## config.mk

```make
export PLATFORM = sky130hd
export DESIGN_NAME = vscan_ctr
export DESIGN_NICKNAME = d
export VERILOG_FILES = /design/src/rtl/vscan_pkg.sv /design/src/rtl/vscan_regs.sv /design/src/rtl/vscan_limit.sv /design/src/rtl/vscan_counter.sv /design/src/rtl/vscan_ctr.sv
export SDC_FILE = /design/constraint.sdc
export NUM_CORES = 1
export LEC_CHECK = 0
export BUFFER_PORTS_ARGS = -buffer_cell sky130_fd_sc_hd__buf_4
export CORE_ASPECT_RATIO = 0.7
export CORE_MARGIN = 1
export CORE_UTILIZATION = 35
export CTS_CLUSTER_DIAMETER = 40
export DETAILED_ROUTE_END_ITERATION = 10
export GPL_TIMING_DRIVEN = 0
export PLACE_DENSITY_LB_ADDON = 0.12
export SYNTH_ARGS = -nofsm -noshare
export SYNTH_HDL_FRONTEND = slang
export SYNTH_SLANG_ARGS = --single-unit
```

## constraint.sdc

```tcl
create_clock -name clk_i -period 3.77 [get_ports clk_i]
set_clock_uncertainty 0.15 [all_clocks]
set_input_delay 0.754 -clock clk_i [delete_from_list [all_inputs] [get_ports clk_i]]
set_output_delay 0.754 -clock clk_i [all_outputs]
set_load 0.1 [all_outputs]
```

## src/rtl/vscan_pkg.sv

```systemverilog
`timescale 1ns/1ps
package vscan_pkg;
  localparam int REG_W = 8;
  localparam int LEG_W = 10;
  localparam int EXT_W = 12;
  localparam int CNT_W = EXT_W + 1;

  localparam logic [REG_W-1:0] IDX_VT   = 8'h06;
  localparam logic [REG_W-1:0] IDX_OVF  = 8'h07;
  localparam logic [REG_W-1:0] IDX_VS   = 8'h10;
  localparam logic [REG_W-1:0] IDX_XVT  = 8'h30;
  localparam logic [REG_W-1:0] IDX_XVS  = 8'h32;
  localparam logic [REG_W-1:0] IDX_MODE = 8'h80;

  // overflow byte bits that stay writable under protection
  localparam logic [REG_W-1:0] OVF_FREE = 8'h10;

  typedef struct packed {
    logic [REG_W-1:0] vt_lo;
    logic [REG_W-1:0] ovf;
    logic [REG_W-1:0] vs_lo;
    logic [REG_W-1:0] xvt;
    logic [REG_W-1:0] xvs;
    logic [REG_W-1:0] mode;
  } vreg_t;
endpackage

```

## src/rtl/vscan_regs.sv

```systemverilog
`timescale 1ns/1ps
module vscan_regs
  import vscan_pkg::*;
(
  input  logic             clk_i,
  input  logic             rst_ni,
  input  logic             wr_en_i,
  input  logic [REG_W-1:0] idx_i,
  input  logic [REG_W-1:0] wdata_i,
  input  logic             prot_i,
  input  logic [REG_W-1:0] rd_idx_i,
  output logic [REG_W-1:0] rdata_o,
  output vreg_t            regs_o
);
  vreg_t regs_q;

  always_ff @(posedge clk_i or negedge rst_ni) begin
    if (!rst_ni) begin
      regs_q <= '0;
    end else if (wr_en_i) begin
      case (idx_i)
        IDX_VT:   if (!prot_i) regs_q.vt_lo <= wdata_i;
        IDX_OVF:  begin
          if (prot_i)
            regs_q.ovf <= (regs_q.ovf & ~OVF_FREE) | (wdata_i & OVF_FREE);
          else
            regs_q.ovf <= wdata_i;
        end
        IDX_VS:   regs_q.vs_lo <= wdata_i;
        IDX_XVT:  regs_q.xvt   <= wdata_i;
        IDX_XVS:  regs_q.xvs   <= wdata_i;
        IDX_MODE: regs_q.mode  <= wdata_i;
        default:  ;
      endcase
    end
  end

  always_comb begin
    case (rd_idx_i)
      IDX_VT:   rdata_o = regs_q.vt_lo;
      IDX_OVF:  rdata_o = regs_q.ovf;
      IDX_VS:   rdata_o = regs_q.vs_lo;
      IDX_XVT:  rdata_o = regs_q.xvt;
      IDX_XVS:  rdata_o = regs_q.xvs;
      IDX_MODE: rdata_o = regs_q.mode;
      default:  rdata_o = '0;
    endcase
  end

  assign regs_o = regs_q;
endmodule

```

## src/rtl/vscan_limit.sv

```systemverilog
`timescale 1ns/1ps
module vscan_limit
  import vscan_pkg::*;
#(
  parameter int LO_W  = REG_W,
  parameter int LEG_H = LEG_W - REG_W,
  parameter int EXT_H = EXT_W - REG_W
) (
  input  logic [LO_W-1:0]      lo_i,
  input  logic [LEG_H-1:0]     leg_hi_i,
  input  logic [EXT_H-1:0]     ext_hi_i,
  input  logic                 ext_i,
  output logic [LO_W+EXT_H-1:0] val_o
);
  localparam int PAD_W = EXT_H - LEG_H;

  always_comb begin
    if (ext_i) val_o = {ext_hi_i, lo_i};
    else       val_o = {{PAD_W{1'b0}}, leg_hi_i, lo_i};
  end
endmodule

```

## src/rtl/vscan_counter.sv

```systemverilog
`timescale 1ns/1ps
module vscan_counter
  import vscan_pkg::*;
#(
  parameter int   VAL_W       = EXT_W,
  parameter int   LINE_W      = CNT_W,
  parameter int   VS_LINES    = 2,
  parameter logic VS_ACT_HIGH = 1'b1
) (
  input  logic              clk_i,
  input  logic              rst_ni,
  input  logic              tick_i,
  input  logic [VAL_W-1:0]  total_i,
  input  logic [VAL_W-1:0]  sync_i,
  output logic [LINE_W-1:0] line_o,
  output logic              vsync_o
);
  localparam int          SUM_W = LINE_W + 1;
  localparam logic [SUM_W-1:0] VS_N = SUM_W'(VS_LINES);

  logic [LINE_W-1:0] line_q, line_nxt, last_line;
  logic [SUM_W-1:0]  vs_beg, vs_end, nxt_w;
  logic              in_sync, vsync_q;

  // frame holds total+2 lines: last index is total+1
  assign last_line = LINE_W'(total_i) + LINE_W'(1);
  assign line_nxt  = (line_q >= last_line) ? '0 : line_q + LINE_W'(1);

  assign vs_beg  = SUM_W'(sync_i);
  assign vs_end  = vs_beg + VS_N;
  assign nxt_w   = SUM_W'(line_nxt);
  assign in_sync = (nxt_w >= vs_beg) && (nxt_w < vs_end);

  always_ff @(posedge clk_i or negedge rst_ni) begin
    if (!rst_ni) begin
      line_q  <= '0;
      vsync_q <= ~VS_ACT_HIGH;
    end else if (tick_i) begin
      line_q  <= line_nxt;
      vsync_q <= in_sync ~^ VS_ACT_HIGH;
    end
  end

  assign line_o  = line_q;
  assign vsync_o = vsync_q;
endmodule

```

## src/rtl/vscan_ctr.sv

```systemverilog
`timescale 1ns/1ps
module vscan_ctr
  import vscan_pkg::*;
#(
  parameter int   VS_LINES    = 2,
  parameter logic VS_ACT_HIGH = 1'b1
) (
  input  logic             clk_i,
  input  logic             rst_ni,
  input  logic             wr_en_i,
  input  logic [7:0]       idx_i,
  input  logic [7:0]       wdata_i,
  input  logic             prot_i,
  input  logic [7:0]       rd_idx_i,
  output logic [7:0]       rdata_o,
  input  logic             line_tick_i,
  output logic [CNT_W-1:0] line_o,
  output logic             vsync_o
);
  localparam int LEG_H = LEG_W - REG_W;
  localparam int EXT_H = EXT_W - REG_W;

  vreg_t             regs;
  logic [EXT_W-1:0]  vt_val, vs_val;
  logic [REG_W-1:0]  vt_lo_q, ovf_q;
  logic              ext_mode;

  vscan_regs u_regs (
    .clk_i    (clk_i),
    .rst_ni   (rst_ni),
    .wr_en_i  (wr_en_i),
    .idx_i    (idx_i),
    .wdata_i  (wdata_i),
    .prot_i   (prot_i),
    .rd_idx_i (rd_idx_i),
    .rdata_o  (rdata_o),
    .regs_o   (regs)
  );

  assign ext_mode = regs.mode[0];
  assign vt_lo_q  = regs.vt_lo;
  assign ovf_q    = regs.ovf;

  vscan_limit #(.LO_W(REG_W), .LEG_H(LEG_H), .EXT_H(EXT_H)) u_vt (
    .lo_i     (regs.vt_lo),
    .leg_hi_i ({regs.ovf[5], regs.ovf[0]}),
    .ext_hi_i (regs.xvt[EXT_H-1:0]),
    .ext_i    (ext_mode),
    .val_o    (vt_val)
  );

  vscan_limit #(.LO_W(REG_W), .LEG_H(LEG_H), .EXT_H(EXT_H)) u_vs (
    .lo_i     (regs.vs_lo),
    .leg_hi_i ({regs.ovf[7], regs.ovf[2]}),
    .ext_hi_i (regs.xvs[EXT_H-1:0]),
    .ext_i    (ext_mode),
    .val_o    (vs_val)
  );

  vscan_counter #(
    .VAL_W       (EXT_W),
    .LINE_W      (CNT_W),
    .VS_LINES    (VS_LINES),
    .VS_ACT_HIGH (VS_ACT_HIGH)
  ) u_cnt (
    .clk_i   (clk_i),
    .rst_ni  (rst_ni),
    .tick_i  (line_tick_i),
    .total_i (vt_val),
    .sync_i  (vs_val),
    .line_o  (line_o),
    .vsync_o (vsync_o)
  );
endmodule

```

==> results.yml, run 1 <==
grt:
  track_usage_pct: 20.5
  gr-total-overflow: 0
  grt_antenna_before_repair: 0
  grt_max_degree: 63
  grt_pass1_wl_um: 19200
  grt_pass1_vias: 3445
worst_setup_path:
  path_cells: "mux2i_4 > nor2_1 > and3_4 > nand2_2 > xnor2_2 > nand2_1 > ha_4 > and4_4 > a221o_1 > a31o_4 > buf_8 > buf_12 > nor2_4 > ha_4 > a21o_1 > a21oi_2 > o21ai_2 > o211ai_1 > a21oi_1 > a2bb2oi_2"
  slowest_delay_ns: 0.45
  crit_path_end_kind: "flop"
  regToRegEndpoint: "u_cnt.vsync_o"
  cp_top_family: "compound AO/OA/AOI/OAI gates"
  crit_top_cell: "ha_4"
  required_ns: 3.84
  start_kind: "flop"
  crit_path_top_delay_cell: "dfrtp_2"
  worst_r2r_path_depth: 20
  crit_type: "reg -> reg"
  r2r_start: "u_regs.regs_o[0]"
  cp_max_fo: 10
  reg2reg_slack_ns: -0.34
  path_buf_inv: 2
  worstPathArrival_ns: 4.18
route:
  dr_wl_met2_um: 4890
  top_layer_used: "met4"
  m1WireLength_um: 6400
  wl_um: 12300
  vias_per_cell: 5.55
  drt_first_iter_violations: 311
  avgRoutedWirePerCell_um: 18.8
  met3_length_um: 917
  ant_nets: 0
  via_count: 3636
  dr.pass1.iters: 6
  drc_errors: 0
synthesis:
  ys_seq_elements: 62
  async_flop_share_pct: 100
  synth_warnings: 0
  syn_area_um2: 4260
  syn-num-nets: 488
  synth.distinct_cells: 57
  ys_seq_area_share_pct: 36.4
  syn-instance-count: 420
  synth_edf_count: 0
  synth-main-ff-cell: "dfrtp_1"
  avgSynthCellArea_um2: 10.1
  netlist.area_leader.share_pct: 36.4
  synth_top_area_cell: "dfrtp_1"
  synth_area_leaders: "dfrtp_1 36%, ha_1 11%, mux2_2 11%"
timing:
  slew_headroom_pct: 19.4
  slew_violations: 0
  max_freq_mhz: 243
  hold_viol: 0
  worst_slew_pin_slew_ns: 1.20
  rsz0062_at_grt: "true"
  final.period_utilization_pct: 109
  period_needed_ns: 4.11
  setup_ws_ns: -0.339
  setup_viol: 1
worst_hold_path:
  whs_path_depth: 1
  hold_start: "u_regs.regs_o[6]"
  hold_class: "reg -> reg"
  whs_endpoint: "u_regs.regs_o[6]"
clock_tree:
  path_clk_slew_ns: 0.05
  htree_levels: 3
  cts_hold_buf: 0
  cts_sinks: 62
  clkLatencyLatePin_ns: 0.34
  clk_path_buf_depth: 2
  clockRootBuffer: "clkbuf_16"
  numCtsBuffers: 9
  cts_tree: "built"
floorplanning:
  fp.dieH_um: 94.3
  ioPinCount: 51
  core_um2: 11800
  die_w_um: 134
  rows: 33
  die-area_um2: 12600
  start_util_pct: 36.2
power:
  leakage_nw: 2.55
  power_per_cell_area_nw_per_um2: 492
  p_total_w: 0.00269
  ir_drop_mv: 0.625
status:
  violations: "negative setup slack"
  status: "complete, but fails checks"
cells_and_area:
  mostFrequentLayoutCells: "64 x buf_4, 57 x dfrtp_1, 41 x mux2_2, 40 x nand2_1, 35 x ha_1"
  n_antenna_cell: 0
  final_common_cell: "buf_4"
  drive_gt1_share_pct: 36.3
  final_core_utilization_pct: 46.4
  syn2layout_area_growth_pct: 28.2
  final_nets: 562
  final_cell_area_um2: 5460
  n_fill_cell: 1170
  multiInputGateArea_um2: 2830
  final_cells: 655
  regArea_um2: 1560
placed_design:
  portBuffers: 50
  dp_cells: 627
  dp_hpwl_um: 9040
  place_area_um2: 4930
  routabilityCongestion: 0.853
  place_ws_ns: -0.974
run:
  maxCapViolCount: 0
## worst max path at each step
stage	slack (ns)	endpoint	cells after the start	start
4_1_cts	-0.32	u_cnt.vsync_o	20	u_regs.regs_o[42]
3_3_place_gp	-0.94	u_cnt.vsync_o	19	u_regs.regs_o[41]
5_1_grt	-0.51	u_cnt.vsync_o	20	u_regs.regs_o[42]
2_1_floorplan	-0.06	u_cnt.vsync_o	20	u_regs.regs_o[0]
6_report	-0.34	u_cnt.vsync_o	20	u_regs.regs_o[0]
3_5_place_dp	-0.97	u_cnt.vsync_o	19	u_regs.regs_o[41]
## metal layers
metal | GRT usage, % | vias up
li1 | - | 1720
met1 | 32.3 | 1786
met2 | 26.6 | 120
met3 | 5.23 | 10
met4 | 5.78 | 0
met5 | 0 | -
## cell usage after synthesis, drive strengths merged, types with 13 or more instances
cell type,count
a222oi,16
o21ai,22
ha,39
nand2,41
dfrtp,62
mux2,43
nor3,13
nor2,34
inv,16
xnor2,16
xor2,14
nand3,17
## power by group
group	leakage, nW	switching [W]	total, W	internal [W]
Clock	0.131	0.000301	0.000776	0.000475
Combinational	1.61	0.000676	0.00111	0.000435
Sequential	0.811	0.0000859	0.000803	0.000717
## logic make-up after synthesis
group	synth area share (%)
multiplexers	12.1
XOR/XNOR	6.17
adder cells (fa/ha/maj)	11.5
flip-flops	36.4
AND/OR/NAND/NOR	18.3
buffers and inverters	2.55
AO/OA/AOI/OAI	13.0
## what timing repair did
action,in CTS,in global routing
setup buffers,14,0
resized for setup,26,12
pin swaps,19,2
setup endpoints to repair,1,6
## per-stage QoR
stage               setup TNS [ns]  hold WS [ns]
global placement            -0.944         0.320
CTS                         -0.321         0.341
floorplan                  -0.0630         0.307
detailed placement          -0.974         0.329
global route                -0.506         0.371
finish                      -0.339         0.345
## final cells by class
class	count	area share, %
Sequential cell	62	28.5
Clock buffer	12	4.69
Tap cell	157	3.60
Timing Repair Buffer	64	8.79
Multi-Input combinational cell	332	51.8
Buffer	8	1.10
Inverter	17	1.17
Clock inverter	3	0.366
## registers in the layout (all words and copies together) (netlist names)
signal and cells:
u_cnt.vsync_o 1, u_regs.regs_o 48, u_cnt.line_o 13
## worst reg2reg max path: stages, from the launching register on
cell and delay, ns:
dfrtp_2 0.45, mux2i_4 0.32, nor2_1 0.07, and3_4 0.19, nand2_2 0.07, xnor2_2 0.11
nand2_1 0.11, ha_4 0.26, and4_4 0.19, a221o_1 0.35, a31o_4 0.24, buf_8 0.13
buf_12 0.14, nor2_4 0.14, ha_4 0.21, a21o_1 0.16, a21oi_2 0.12, o21ai_2 0.09
o211ai_1 0.23, a21oi_1 0.12, a2bb2oi_2 0.14
(Power assumes the default switching activity.)
==> inputs of run 2 (changes only) <==
Settings changed: REMOVE_ABC_BUFFERS from default to 1.
==> run 2 against run 1 <==
  * The run still ends with negative setup slack left
  * Utilization shrank 0.35 points
  * Wire length decreased by 0.19%
  * Sequential power about the same
  * Flip-flop and latch count unchanged
  * Clock power is 17% higher
  * Register-to-register slack better by 0.14 ns
  * Setup slack better by 0.14 ns
  * Worst hold slack got worse by 0.0075 ns
  * Critical path depth decreased by 2
  * Combinational power decreased by 6%
  * Critical endpoint unchanged
==> results.yml, run 2 (synthesis results as in run 1) <==
grt:
  gr-total-overflow: 0
  grt_pass1_wl_um: 19200
  grt_max_degree: 63
  grt_antenna_before_repair: 0
  grt_pass1_vias: 3364
  track_usage_pct: 20.4
cells_and_area:
  syn2layout_area_growth_pct: 27.2
  n_antenna_cell: 0
  final_common_cell: "buf_4"
  final_nets: 555
  final_cells: 648
  drive_gt1_share_pct: 34.6
  regArea_um2: 1560
  n_fill_cell: 1149
  mostFrequentLayoutCells: "63 x buf_4, 59 x dfrtp_1, 41 x nand2_1, 41 x mux2_2, 35 x ha_1"
  largest_register_ffs: 48
  final_cell_area_um2: 5420
  final_core_utilization_pct: 46.1
  multiInputGateArea_um2: 2810
worst_setup_path:
  r2r_start: "u_regs.regs_o[43]"
  required_ns: 3.84
  worst_r2r_path_depth: 18
  reg2reg_slack_ns: -0.20
  startpoint: "u_regs.regs_o[43]"
  crit_path_end_kind: "flop"
  regToRegEndpoint: "u_cnt.vsync_o"
  start_kind: "flop"
  endpoint: "u_cnt.vsync_o"
  crit_type: "reg -> reg"
  cp_max_fo: 5
  worstPathArrival_ns: 4.04
route:
  via_count: 3550
  ant_nets: 0
  dr.pass1.iters: 5
  drt_first_iter_violations: 203
  wl_um: 12300
  avgRoutedWirePerCell_um: 19.0
  drc_errors: 0
  vias_per_cell: 5.48
clock_tree:
  cts_sinks: 62
  clk_path_buf_depth: 2
  htree_levels: 3
  clockRootBuffer: "clkbuf_16"
  numCtsBuffers: 9
  cts_tree: "built"
  path_clk_slew_ns: 0.06
  clkLatencyLatePin_ns: 0.33
  cts_hold_buf: 0
floorplanning:
  rows: 33
  fp.dieH_um: 94.3
  die-area_um2: 12600
  ioPinCount: 51
  die_w_um: 134
  core_um2: 11800
  start_util_pct: 36.2
status:
  status: "complete, but fails checks"
  violations: "negative setup slack"
timing:
  slew_violations: 0
  rsz0062_at_grt: "true"
  setup_ws_ns: -0.202
  holdWs_ns: 0.337
  setup_viol: 1
  slew_headroom_pct: 24.9
  final.period_utilization_pct: 105
  hold_viol: 0
  worst_slew_pin_slew_ns: 1.12
  period_needed_ns: 3.97
  max_freq_mhz: 252
placed_design:
  dp_cells: 618
  dp_hpwl_um: 8780
  portBuffers: 50
  place_area_um2: 4790
  routabilityCongestion: 0.775
power:
  leakage_nw: 2.55
  ir_drop_mv: 0.582
  power_per_cell_area_nw_per_um2: 507
run:
  maxCapViolCount: 0
worst_hold_path:
  hold_class: "reg -> reg"
run 2: changes by cell type in the layout (fill, tap and decap cells not counted), sizes merged:
cell,previous run,this run
clkinv,2,3
clkbuf,16,11
buf,68,63
clkinvlp,2,0
bufinv,0,2
a31o,1,3
run 2: critical path, stage by stage (launching register included):
cell,delay (ns)
dfrtp_1,0.38
and3_4,0.22
and3_4,0.22
and3_4,0.21
nand2_1,0.07
xnor2_1,0.12
nand2_1,0.10
ha_4,0.24
and4_4,0.19
a221o_1,0.38
a31o_4,0.28
nand2b_4,0.16
ha_4,0.20
nand2b_4,0.13
a211oi_2,0.23
o21ai_2,0.11
a31oi_1,0.20
o21ai_1,0.10
a2bb2oi_1,0.16
run 2: power breakdown:
group | internal (W) | switching (W)
clock network | 0.000608 | 0.000298
logic | 0.000385 | 0.000658
registers | 0.000717 | 0.0000847
run 2: metrics by stage:
stage	TNS, ns	setup WS (ns)	total power, W
global placement	-1.18	-1.17	0.00163
floorplan	-0.282	-0.282	0.00141
finish	-0.202	-0.202	0.00275
CTS	-0.226	-0.226	0.00272
detailed placement	-2.24	-1.30	0.00164
global route	-0.402	-0.402	0.00289
run 2: how the worst min path moves through the flow:
stage | from | to | slack (ns) | depth (start not counted)
2_1_floorplan | rst_ni | u_cnt.line_o[0] | 0.31 | 0
6_report | u_regs.regs_o[6] | u_regs.regs_o[6] | 0.34 | 1
5_1_grt | u_regs.regs_o[6] | u_regs.regs_o[6] | 0.36 | 1
3_3_place_gp | u_regs.regs_o[6] | u_regs.regs_o[6] | 0.32 | 1
4_1_cts | u_regs.regs_o[6] | u_regs.regs_o[6] | 0.34 | 1
3_5_place_dp | u_regs.regs_o[6] | u_regs.regs_o[6] | 0.33 | 1
run 2: cell type report:
class	count	area share [%]
clock inverters	4	1.29
flip-flops and latches	62	28.7
inverters	17	1.18
multi-input cells	334	51.8
well taps	157	3.62
clock buffers	11	4.66
repair buffers	63	8.72
run 2: what timing repair did:
item,4_1_cts,5_1_grt
setup buffers,12,1
hold endpoints to repair,0,0
endpoints found under the setup margin,12,5
pin swaps,15,6
gates cloned,2,0
resized for setup,31,11
run 2: per-layer routing:
metal	GRT usage, %	vias up	part of all wire (%)
met4	5.78	0	0.85
met3	3.99	10	4.6
met1	31.6	1752	54
met5	0	-	0
li1	-	1706	-
met2	28.1	82	41
